File: src/rtl/amd_pkg.sv
package amd_pkg;
    localparam int SEL_W  = 4;               // address bits per level
    localparam int UNITS  = 1 << SEL_W;      // units per level
    localparam int IDX_W  = 4;               // select line index width
    localparam int CFG_AW = SEL_W + 2;       // config address width
    localparam int CFG_DW = IDX_W + 1;       // config data width
    localparam int LEVELS = 3;

    typedef struct packed {
        logic             en;
        logic [IDX_W-1:0] idx;
    } route_t;

    typedef struct packed {
        route_t [UNITS-1:0] blk;
        route_t [UNITS-1:0] pg;
        route_t [UNITS-1:0] seg;
        route_t             pg_src;
        route_t             seg_src;
    } cfg_t;
endpackage

File: src/rtl/amd_cfg_regs.sv
module amd_cfg_regs
    import amd_pkg::*;
(
    input  logic              clk,
    input  logic              rst_n,
    input  logic              we,
    input  logic [CFG_AW-1:0] waddr,
    input  logic [CFG_DW-1:0] wdata,
    output cfg_t              cfg
);
    cfg_t cfg_d, cfg_q;
    route_t wr_val;
    logic [SEL_W-1:0] slot;

    always_comb begin
        cfg_d  = cfg_q;
        wr_val = route_t'(wdata);
        slot   = waddr[SEL_W-1:0];
        if (we) begin
            unique case (waddr[CFG_AW-1 -: 2])
                2'd0: cfg_d.blk[slot] = wr_val;
                2'd1: cfg_d.pg[slot]  = wr_val;
                2'd2: cfg_d.seg[slot] = wr_val;
                default: begin
                    if (waddr[0]) cfg_d.seg_src = wr_val;
                    else          cfg_d.pg_src  = wr_val;
                end
            endcase
        end
    end

    always_ff @(posedge clk or negedge rst_n) begin
        if (!rst_n) cfg_q <= '0;
        else        cfg_q <= cfg_d;
    end

    assign cfg = cfg_q;

    // settings only move on a write
    a_r8_hold_without_write: assert property (@(posedge clk) disable iff (!rst_n)
        !we |=> $stable(cfg_q));
endmodule

File: src/rtl/amd_route_dec.sv
module amd_route_dec
    import amd_pkg::*;
#(
    parameter int NUM_MAP = 14
) (
    input  route_t             r,
    input  logic               active,
    output logic [NUM_MAP-1:0] hit
);
    for (genvar g = 0; g < NUM_MAP; g++) begin : g_line
        assign hit[g] = active & r.en & (r.idx == IDX_W'(g));
    end
endmodule

File: src/rtl/addr_map_decoder.sv
module addr_map_decoder
    import amd_pkg::*;
#(
    parameter int NUM_MAP = 14,
    parameter int ADDR_W  = 16
) (
    input  logic               clk,
    input  logic               rst_n,
    input  logic [ADDR_W-1:0]  addr,
    input  logic               addr_valid,
    input  logic               cfg_we,
    input  logic [CFG_AW-1:0]  cfg_addr,
    input  logic [CFG_DW-1:0]  cfg_wdata,
    output logic [NUM_MAP-1:0] map_n
);
    localparam int BLK_LSB = ADDR_W - SEL_W;
    localparam int PG_LSB  = BLK_LSB - SEL_W;
    localparam int SEG_LSB = PG_LSB - SEL_W;

    cfg_t cfg;
    logic [SEL_W-1:0] blk_f, pg_f, seg_f;
    logic in_pg, in_seg;
    route_t [LEVELS-1:0] lvl_route;
    logic   [LEVELS-1:0] lvl_act;
    logic   [LEVELS-1:0][NUM_MAP-1:0] lvl_hit;
    logic   [NUM_MAP-1:0] any_hit;

    amd_cfg_regs u_cfg (
        .clk   (clk),
        .rst_n (rst_n),
        .we    (cfg_we),
        .waddr (cfg_addr),
        .wdata (cfg_wdata),
        .cfg   (cfg)
    );

    always_comb begin
        blk_f  = addr[BLK_LSB +: SEL_W];
        pg_f   = addr[PG_LSB  +: SEL_W];
        seg_f  = addr[SEG_LSB +: SEL_W];
        in_pg  = cfg.pg_src.en && (blk_f == cfg.pg_src.idx);
        in_seg = in_pg && cfg.seg_src.en && (pg_f == cfg.seg_src.idx);
        lvl_route[0] = cfg.blk[blk_f];
        lvl_route[1] = cfg.pg[pg_f];
        lvl_route[2] = cfg.seg[seg_f];
        lvl_act[0] = addr_valid && !in_pg;
        lvl_act[1] = addr_valid && in_pg && !in_seg;
        lvl_act[2] = addr_valid && in_seg;
    end

    for (genvar l = 0; l < LEVELS; l++) begin : g_lvl
        amd_route_dec #(.NUM_MAP(NUM_MAP)) u_dec (
            .r      (lvl_route[l]),
            .active (lvl_act[l]),
            .hit    (lvl_hit[l])
        );
    end

    always_comb begin
        any_hit = '0;
        for (int l = 0; l < LEVELS; l++) any_hit |= lvl_hit[l];
    end

    assign map_n = ~any_hit;

    // never two selects at once
    a_r9_one_select: assert property (@(posedge clk) disable iff (!rst_n)
        $onehot0(~map_n));
    // idle bus drives nothing
    a_r2_idle_quiet: assert property (@(posedge clk) disable iff (!rst_n)
        !addr_valid |-> &map_n);
    // disabled coarse entry outside nominated block drives nothing
    a_r7_disabled_quiet: assert property (@(posedge clk) disable iff (!rst_n)
        addr_valid && !(cfg.pg_src.en && addr[BLK_LSB +: SEL_W] == cfg.pg_src.idx)
        && !cfg.blk[addr[BLK_LSB +: SEL_W]].en |-> &map_n);
    // enabled coarse entry pulls its line low
    a_r3_block_select: assert property (@(posedge clk) disable iff (!rst_n)
        addr_valid && !(cfg.pg_src.en && addr[BLK_LSB +: SEL_W] == cfg.pg_src.idx)
        && cfg.blk[addr[BLK_LSB +: SEL_W]].en
        && (int'(cfg.blk[addr[BLK_LSB +: SEL_W]].idx) < NUM_MAP)
        |-> !map_n[cfg.blk[addr[BLK_LSB +: SEL_W]].idx]);
endmodule

File: config.mk
export PLATFORM = sky130hd
export DESIGN_NAME = addr_map_decoder
export DESIGN_NICKNAME = d
export VERILOG_FILES = /design/src/rtl/amd_pkg.sv /design/src/rtl/amd_cfg_regs.sv /design/src/rtl/amd_route_dec.sv /design/src/rtl/addr_map_decoder.sv
export SDC_FILE = /design/constraint.sdc
export NUM_CORES = 1
export LEC_CHECK = 0
export BUFFER_PORTS_ARGS = -buffer_cell sky130_fd_sc_hd__buf_2
export CAP_MARGIN = 20
export CELL_PAD_IN_SITES_DETAIL_PLACEMENT = 1
export CELL_PAD_IN_SITES_GLOBAL_PLACEMENT = 1
export CORE_MARGIN = 3
export CORE_UTILIZATION = 48
export CTS_CLUSTER_DIAMETER = 150
export DETAILED_ROUTE_END_ITERATION = 8
export GPL_ROUTABILITY_DRIVEN = 0
export MAX_ROUTING_LAYER = met4
export PLACE_DENSITY = 0.75
export SLEW_MARGIN = 20
export SYNTH_ARGS = -nofsm -noshare
export SYNTH_HDL_FRONTEND = slang
export SYNTH_SLANG_ARGS = --single-unit
File: constraint.sdc
create_clock -name clk -period 1.9 [get_ports clk]
set_input_delay 0.19 -clock clk [delete_from_list [all_inputs] [get_ports clk]]
set_output_delay 0.19 -clock clk [all_outputs]
set_load 0.01 [all_outputs]
# ---- Word level (Yosys, flattened, before mapping)
# Index checks and enable logic that the tools add are counted.
dict set report word_totals {
  regBits 250
  in_bits 31
  output_inout_bits 14
  elab_cells 229
}
dict set report op_classes {
  magnitude_cmp 5
  eq_ne 43
  muxes 11
  n_bitwise 50
  n_reduce_logical 20
}
# cell count
set ops {}
lappend ops {{$bwmux 80} 3}
lappend ops {{$eq 4x4->1 const B} 18}
lappend ops {{$bmux 5 s4} 3}
lappend ops {{$eq 4x3->1 const B} 12}
lappend ops {{$and 1x1->1} 45}
lappend ops {{$or 14x14->14} 2}
lappend ops {{$eq 4x2->1 const B} 6}
lappend ops {{$demux 5 s4} 1}
lappend ops {{$lt 4x5->1 const B} 4}
lappend ops {{$mux 5} 4}
lappend ops {{$not 14->14} 1}
lappend ops {{$eq 4x1->1 const B} 3}
lappend ops {{$logic_not 4->1} 3}
lappend ops {{$eq 4x4->1} 2}
lappend ops {{$logic_and 1x1->1} 8}
lappend ops {{$reduce_and 2->1} 3}
lappend ops {{$reduce_and 3->1} 2}
lappend ops {{$ge 4x1->1 const B} 1}
lappend ops {{$reduce_or 3->1} 1}
lappend ops {{$eq 2x1->1 const B} 1}
lappend ops {{$eq 2x2->1 const B} 1}
lappend ops {{$logic_not 1->1} 2}
lappend ops {{$logic_not 2->1} 1}
lappend ops {{$not 1->1} 2}

# ---- Longest topological paths before layout
# Gate-level depths: netlist of the first run.
dict set report logic_depth {
  ltp_word 11
  ltp_mapped 9
  mapped_depth_nobuf 6
}

# ---- Modules after synthesis
# From an unflattened synthesis of the first run, not the netlist that was laid out.
dict set report hier_totals {
  hier_cells 855
  area_unflattened_um2 12218.0
}
# module n_inst cells_per_inst area_per_inst_um2
set by_module_without_submodules {}
lappend by_module_without_submodules {amd_cfg_regs 1 604 9720.6}
lappend by_module_without_submodules {addr_map_decoder 1 188 2170.8}
lappend by_module_without_submodules {amd_route_dec 3 21 108.9}

# ---- Least setup slack after synthesis of the first run
# OpenSTA, ideal clock, no wires.
dict set report synth_timing {
  path_type {input to output}
  startpoint {input port addr[13]}
  endpoint {output port map_n[3]}
  arrival_ps 1963
  t_required_ps 1710
  slack_ps -253
  cell_stages 8
  path_buffers 2
  path_cell_list {buf_6 -> buf_12 -> mux2_4 -> mux4_2 -> o221a_4 -> nand3_2 -> nor2_1 -> a211oi_1}
}
dict set report synth_via {
  elab_chain_len 11
  elab_cells_between_ends 22
  classes_between {eq/ne: 2; mux: 2; bitwise: 9; reduce/logical: 9}
}
# element line
set synth_lines {}
lappend synth_lines {{from (decl)} addr_map_decoder.sv:9} ;# input logic [ADDR_W-1:0] addr,
lappend synth_lines {{parallel branches: the longest is 9 deep, another holds $or 14x14->14} --}
lappend synth_lines {{$or 14x14->14 *} addr_map_decoder.sv:61} ;# for (int l = 0; l < LEVELS; l++) any_hit |= lvl_hit[l];
lappend synth_lines {{$not 14->14 *} addr_map_decoder.sv:64} ;# assign map_n = ~any_hit;
lappend synth_lines {{to (decl)} addr_map_decoder.sv:14} ;# output logic [NUM_MAP-1:0] map_n
# Mark *: on every way between the ends. The select of a mux whose other input is x is not followed.

# ---- Final worst setup path of the first run
dict set report layout_timing {
  startpoint {register u_cfg.cfg_q (netlist bit u_cfg.cfg[241])}
  endpoint {output port map_n[12]}
}
dict set report layout_via {
  elab_chain_len 7
}
# element line
set layout_lines {}
lappend layout_lines {{from (decl)} amd_cfg_regs.sv:11} ;# cfg_t cfg_d, cfg_q;
lappend layout_lines {{from (signal assigned)} amd_cfg_regs.sv:34} ;# else cfg_q <= cfg_d;
lappend layout_lines {{$bmux 5 s4} addr_map_decoder.sv:43} ;# lvl_route[0] = cfg.blk[blk_f];
lappend layout_lines {{$mux 5 (implied by the code)} addr_map_decoder.sv:43}
lappend layout_lines {{$eq 4x4->1} amd_route_dec.sv:11} ;# assign hit[g] = active & r.en & (r.idx == IDX_W'(g));
lappend layout_lines {{$and 1x1->1} amd_route_dec.sv:11}
lappend layout_lines {{$or 14x14->14 (2 in a row)} addr_map_decoder.sv:61}
lappend layout_lines {{$not 14->14} addr_map_decoder.sv:64}
# Every way passes these cells. The select of a mux whose other input is x is not followed.

==> results of run 1 <==
-- critical path: stages (launching register included) --
cell,delay (ps)
dfrtp_1,370
mux4_2,510
mux4_2,550
and3b_2,300
nand3_4,130
nor2_1,170
nor3_2,60
buf_2,150
-- metrics by stage --
stage                     instances  TNS (ps)   util  area [um^2]
after detailed placement       1240    -35300  0.546        13500
after floorplan                 839     -2090      -        12400
final                          1298    -14030  0.593        14700
after global routing           1298    -15170  0.593        14700
after global placement         1240    -24520  0.546        13500
after CTS                      1297    -13830  0.591        14600
-- layout by cell type, fill, tap and decap left out, types with 4 or more instances in the layout --
cell type | synthesis | final
nor2_1 | 32 | 25
nor2b_1 | 6 | 6
clkinv_2 | 0 | 4
buf_12 | 4 | 12
nand3_1 | 7 | 6
mux2i_1 | 6 | 5
dfrtp_1 | 250 | 250
buf_4 | 1 | 80
clkbuf_16 | 0 | 27
clkbuf_8 | 2 | 8
clkbuf_1 | 33 | 4
a211oi_2 | 0 | 5
nand3_4 | 1 | 5
or2_2 | 5 | 5
buf_2 | 2 | 39
nor3_1 | 12 | 8
nand4_1 | 9 | 9
mux4_2 | 49 | 55
nand2_1 | 56 | 55
nand2b_1 | 6 | 4
nor2_2 | 0 | 6
mux2_2 | 252 | 252
a21oi_2 | 2 | 9
a22oi_2 | 2 | 4
mux4_1 | 13 | 7
xnor2_1 | 5 | 5
nor3_2 | 2 | 5
-- synthesized netlist by cell type, drive strengths merged --
cell type | number | share of area
mux2 | 256 | 0.24
dfrtp | 250 | 0.51
mux4 | 62 | 0.12
nand2 | 57 | 0.018
clkbuf | 35 | 0.012
nor2 | 32 | 0.0098
buf | 15 | 0.014
nor3 | 14 | 0.0065
nand3 | 11 | 0.0067
a21oi | 9 | 0.0043
nand4 | 9 | 0.0046
nor2b | 8 | 0.0053
mux2i | 7 | 0.0067
nand2b | 7 | 0.0042
a211oi | 5 | 0.0031
inv | 5 | 0.0015
nor3b | 5 | 0.0040
o22ai | 5 | 0.0025
or2 | 5 | 0.0025
xnor2 | 5 | 0.0036
a22oi | 4 | 0.0033
and2 | 4 | 0.0022
nor4 | 4 | 0.0020
and3 | 3 | 0.0015
and4 | 3 | 0.0021
o32ai | 3 | 0.0021
xor2 | 3 | 0.0021
a2111oi | 2 | 0.0030
a211o | 2 | 0.0015
and3b | 2 | 0.0014
a21boi | 1 | 0.00061
and2b | 1 | 0.00061
nand3b | 1 | 0.00061
nand4b | 1 | 0.00071
o221a | 1 | 0.0016
o41ai | 1 | 0.0013
or3b | 1 | 0.00071
-- kinds of logic after synthesis --
| logic type | count (synthesis) | synth area share |
|---|---|---|
| buf+inv | 55 | 0.0279 |
| mux | 325 | 0.360 |
| compound gates | 33 | 0.0233 |
| simple gates | 168 | 0.0737 |
| flops | 250 | 0.509 |
| xor+xnor | 8 | 0.00571 |
-- power groups by stage --
stage                     sequential (W)  combinational (W)  clock (W)
after detailed placement         0.00654            0.00235          0
after global placement           0.00645            0.00221          0
final                            0.00647            0.00251    0.00547
after floorplan                  0.00636            0.00162          0
after global routing             0.00655            0.00269    0.00580
after CTS                        0.00646            0.00249    0.00556
-- final cells by class --
cell class	instances	area share
Sequential cell	250	0.427
Multi-Input combinational cell	534	0.407
Timing Repair Buffer	136	0.0747
Clock buffer	39	0.0546
Tap cell	324	0.0276
Clock inverter	8	0.00811
Inverter	5	0.00128
Antenna cell	2	0.000341
-- worst paths after layout --
check,cells past startpoint,start,slack [ps],to
setup / recovery,7,u_cfg.cfg[241]$_DFFE_PN0P_,-1070,map_n[12]
hold / removal,2,rst_n,150,u_cfg.cfg[179]$_DFFE_PN0P_
setup reg to reg,2,u_cfg.cfg[234]$_DFFE_PN0P_,960,u_cfg.cfg[234]$_DFFE_PN0P_
hold reg to reg,1,u_cfg.cfg[100]$_DFFE_PN0P_,500,u_cfg.cfg[100]$_DFFE_PN0P_
max in group asynchronous,3,rst_n,1070,u_cfg.cfg[134]$_DFFE_PN0P_
min in group clk,3,cfg_wdata[3],240,u_cfg.cfg[18]$_DFFE_PN0P_
-- what timing repair did --
| item | 4_1_cts | 5_1_grt |
|---|---|---|
| resized for setup | 33 | 8 |
| endpoints found under the hold margin | 250 | 0 |
| buffers inserted | 9 | 0 |
| hold buffers | 1 | 0 |
| pin swaps | 8 | 3 |
| endpoints found under the setup margin | 19 | 14 |
-- per-layer routing --
metal	global-route usage	routed length, um	vias up
met2	0.428	17200	190
met5	-	0	-
li1	-	-	3355
met1	0.335	14700	4190
met3	0.0419	1540	76
met4	0.0745	1030	0
==> flow_summary.yaml, run 1 <==
die:
  dieArea_um2: 27500
  fp.dieW_um: 166
  num_io_pins: 45
  row_count: 57
  die_h_um: 166
  core_um2: 24700
  start_util: 0.496
power_and_ir_drop:
  seqPwrFrac: 0.448
  p_int_w: 0.0107
  pwr-share-comb: 0.174
  ir_drop_mv: 0.786
  clockPowerShare: 0.378
  finalPower_w: 0.0144
  p_switching_w: 0.00375
  powerDensity_nw_per_um2: 985
  p_leak_nw: 6.69
  p_sw_frac: 0.260
worst_setup_path:
  cp.required_ps: 1710
  crit_fanout: 4
  path_class: "flip-flop to output pin"
  endpoint_kind: "output pin"
  startpoint_type: "flip-flop"
  worstPathArrival_ps: 2780
yosys:
  ys_seq_area_frac: 0.509
  yosys_warnings: 0
  syn_area_um2: 12300
  synth.ff_latch_count: 250
  yosysUniqueCellTypes: 58
  syn_area_per_cell_um2: 14.6
  synth_nets: 870
  synth_cells: 839
outcome:
  violations: "setup timing"
  status: "complete, but fails checks"
sta:
  fin_crit_ps: 2970
  fin_hold_ws_ps: 154
  relSlewSlack: 0.469
  hold_viol: 0
  max_freq_ghz: 0.337
  setup_ws_ps: -1070
  rsz0062_at_grt: "yes"
  finalSetupViolCount: 14
  drv_slew: 0
  post-route-period-util: 1.56
  clock_skew_ps: 0
  worst_pin_slew_ps: 791
global_routing:
  grtUsageTotal: 0.259
  grt_max_degree: 57
  overflow: 0
  antenna_found_initial: 2
  grt_pass1_wl_um: 54500
  grt_pass1_vias: 8978
finish:
  fillers: 2309
  multi_input_area_um2: 5960
  largest_reg_flops: 250
  drive_gt1_frac: 0.582
  nets: 985
  seq_area_um2: 6260
  area_growth_pct: 19.4
clock_tree:
  cts_sinks: 250
  h-tree-depth: 1
  path_clk_slew_ps: 60
  insertion_delay_ps: 530
  root_buffer: "clkbuf_16"
  clockBufferDepth: 3
  cts_tree: "done"
  numCtsBuffers: 27
place:
  place_ws_ps: -795
  port_buffers: 40
  dp_hpwl_um: 23400
routing:
  firstDrtPassIters: 4
  ant_nets: 0
  drt_iter0_drc: 586
  drt_wl_total_um: 34500
  drc: 0
  via_count: 7811
  vias_per_cell: 6.02
  wl_per_cell_um: 26.6
flow_run:
  cap_violations: 0
hold_path:
  hp-class: "input port to async pin"
Power figures use the tool's default switching activity.
==> run 2, diff against run 1 <==
- RECOVER_POWER: unset -> 100
==> run 2 against run 1 <==
The flow still finishes with violations (setup timing). Non-clock buffer count unchanged. Die area unchanged. Sequential cell count did not move. Count of clock-buffer cells in the layout did not move. Clock skew is the same. Register-to-register slack got worse by 50 ps. Fmax about the same. Largest power group unchanged.
==> flow_summary.yaml, run 2 (synthesis results as in run 1) <==
outcome:
  status: "complete, but fails checks"
  violations: "setup timing"
die:
  dieArea_um2: 27500
  start_util: 0.496
  num_io_pins: 45
  core_um2: 24700
  fp.dieW_um: 166
  die_h_um: 166
  row_count: 57
clock_tree:
  numCtsBuffers: 27
  clockBufferDepth: 3
  root_buffer: "clkbuf_16"
  cts_tree: "done"
  path_clk_slew_ps: 60
  h-tree-depth: 1
  cts_sinks: 250
  insertion_delay_ps: 530
global_routing:
  grt_pass1_vias: 8978
  grtUsageTotal: 0.259
  antenna_found_initial: 2
  grt_max_degree: 57
  overflow: 0
  grt_pass1_wl_um: 54500
power_and_ir_drop:
  p_int_w: 0.0107
  seqPwrFrac: 0.449
  p_sw_frac: 0.260
  p_leak_nw: 6.60
  clockPowerShare: 0.379
  ir_drop_mv: 0.781
  powerDensity_nw_per_um2: 990
  p_switching_w: 0.00374
  pwr-share-comb: 0.172
worst_setup_path:
  worst-path-buf-inv: 1
  startpoint_type: "flip-flop"
  worstPathArrival_ps: 2780
  worstPathCellList: "mux4_2 -> mux4_2 -> and3b_2 -> nand3_4 -> o32ai_2 -> a21oi_2 -> buf_2"
  cp_top_family: "multiplexers"
  cpMaxStageDelayCell: "mux4_2"
  crit_path_max_incr_delay_ps: 550
  cp.required_ps: 1710
  path_class: "flip-flop to output pin"
  crit_fanout: 4
  endpoint_kind: "output pin"
  cpMostUsedCell: "mux4_2"
finish:
  fillers: 2324
  final_common_cell: "dfrtp_1"
  drive_gt1_frac: 0.550
  largest_reg_flops: 250
  most-common-layout-cells: "dfrtp_1, mux2_2, buf_4, mux4_2, nand2_1"
  nets: 985
  finalInstanceArea_um2: 14600
  seq_area_um2: 6260
  multi_input_area_um2: 5960
  final_cells: 1298
  area_growth_pct: 18.5
place:
  place_ws_ps: -795
  dp_hpwl_um: 23400
  placed_area_um2: 13500
  port_buffers: 40
  placed_cells: 1240
sta:
  post-route-period-util: 1.56
  worst_pin_slew_ps: 1250
  fin_crit_ps: 2970
  drv_slew: 0
  max_freq_ghz: 0.337
  fin_hold_ws_ps: 235
  setup_ws_ps: -1070
  relSlewSlack: 0.168
  hold_viol: 0
  fin_setup_tns_ps: -14070
  finalSetupViolCount: 14
  rsz0062_at_grt: "yes"
  clock_skew_ps: 0
routing:
  wl_per_cell_um: 26.6
  firstDrtPassIters: 4
  drc: 0
  drt_iter0_drc: 542
  drt_wl_total_um: 34500
  ant_nets: 0
  via_count: 7862
  vias_per_cell: 6.06
flow_run:
  cap_violations: 0
hold_path:
  hp-class: "input port to flip-flop"
## run 2: changes by cell type in the layout (fill, tap and decap cells not counted)
cell	change
buf_12	-3
buf_2	-2
buf_4	-21
buf_6	+3
buf_8	-1
clkbuf_1	+19
clkbuf_2	+3
clkbuf_4	+2
mux2_1	+12
mux2_2	-12
## run 2: path summary, 6_finish.rpt
kind / cells past startpoint / to / start / slack, ps
max: 7 / map_n[4] / u_cfg.cfg[231]$_DFFE_PN0P_ / -1070
min: 3 / u_cfg.cfg[18]$_DFFE_PN0P_ / cfg_wdata[3] / 230
max reg2reg: 2 / u_cfg.cfg[234]$_DFFE_PN0P_ / u_cfg.cfg[234]$_DFFE_PN0P_ / 910
min reg2reg: 1 / u_cfg.cfg[118]$_DFFE_PN0P_ / u_cfg.cfg[118]$_DFFE_PN0P_ / 500
max in group asynchronous: 3 / u_cfg.cfg[147]$_DFFE_PN0P_ / rst_n / 290
min in group asynchronous: 2 / u_cfg.cfg[179]$_DFFE_PN0P_ / rst_n / 460
## run 2: repair_timing
action,in CTS,in global routing
hold buffers,1,0
hold endpoints to repair,250,0
setup endpoints to repair,19,14
setup buffers,9,0
pin swaps,8,3
gates resized for setup,33,8
## run 2: worst register-to-register path: stages (launching register included)
cell	delay, ps
dfrtp_1	390
buf_4	140
mux2_1	330
## run 2: routing by layer
layer	global-route usage	wire length, um	vias to the layer above	part of all wire
met5	-	0	-	0
met4	0.0745	1040	0	0.030
met3	0.0419	1530	76	0.044
met2	0.428	17300	198	0.50
met1	0.335	14700	4227	0.43
li1	-	-	3361	-
## run 2: power by group through the flow
stage | clock [W] | combinational [W] | sequential [W]
floorplan | 0 | 0.00162 | 0.00636
global placement | 0 | 0.00221 | 0.00645
detailed placement | 0 | 0.00235 | 0.00654
CTS | 0.00556 | 0.00249 | 0.00646
global route | 0.00580 | 0.00266 | 0.00655
finish | 0.00546 | 0.00248 | 0.00647
## run 2: area by class of cell
class | instances | share of cell area
clock inverters | 8 | 0.00817
diodes | 2 | 0.000344
clock buffers | 39 | 0.0550
multi-input cells | 534 | 0.410
flip-flops and latches | 250 | 0.430
repair buffers | 136 | 0.0678
inverters | 5 | 0.00129
well taps | 324 | 0.0278
## run 2: through the flow
stage           util  total power (W)
2_1_floorplan      -          0.00798
3_3_place_gp   0.546          0.00866
3_5_place_dp   0.546          0.00889
4_1_cts        0.591           0.0145
5_1_grt        0.588           0.0150
6_report       0.588           0.0144
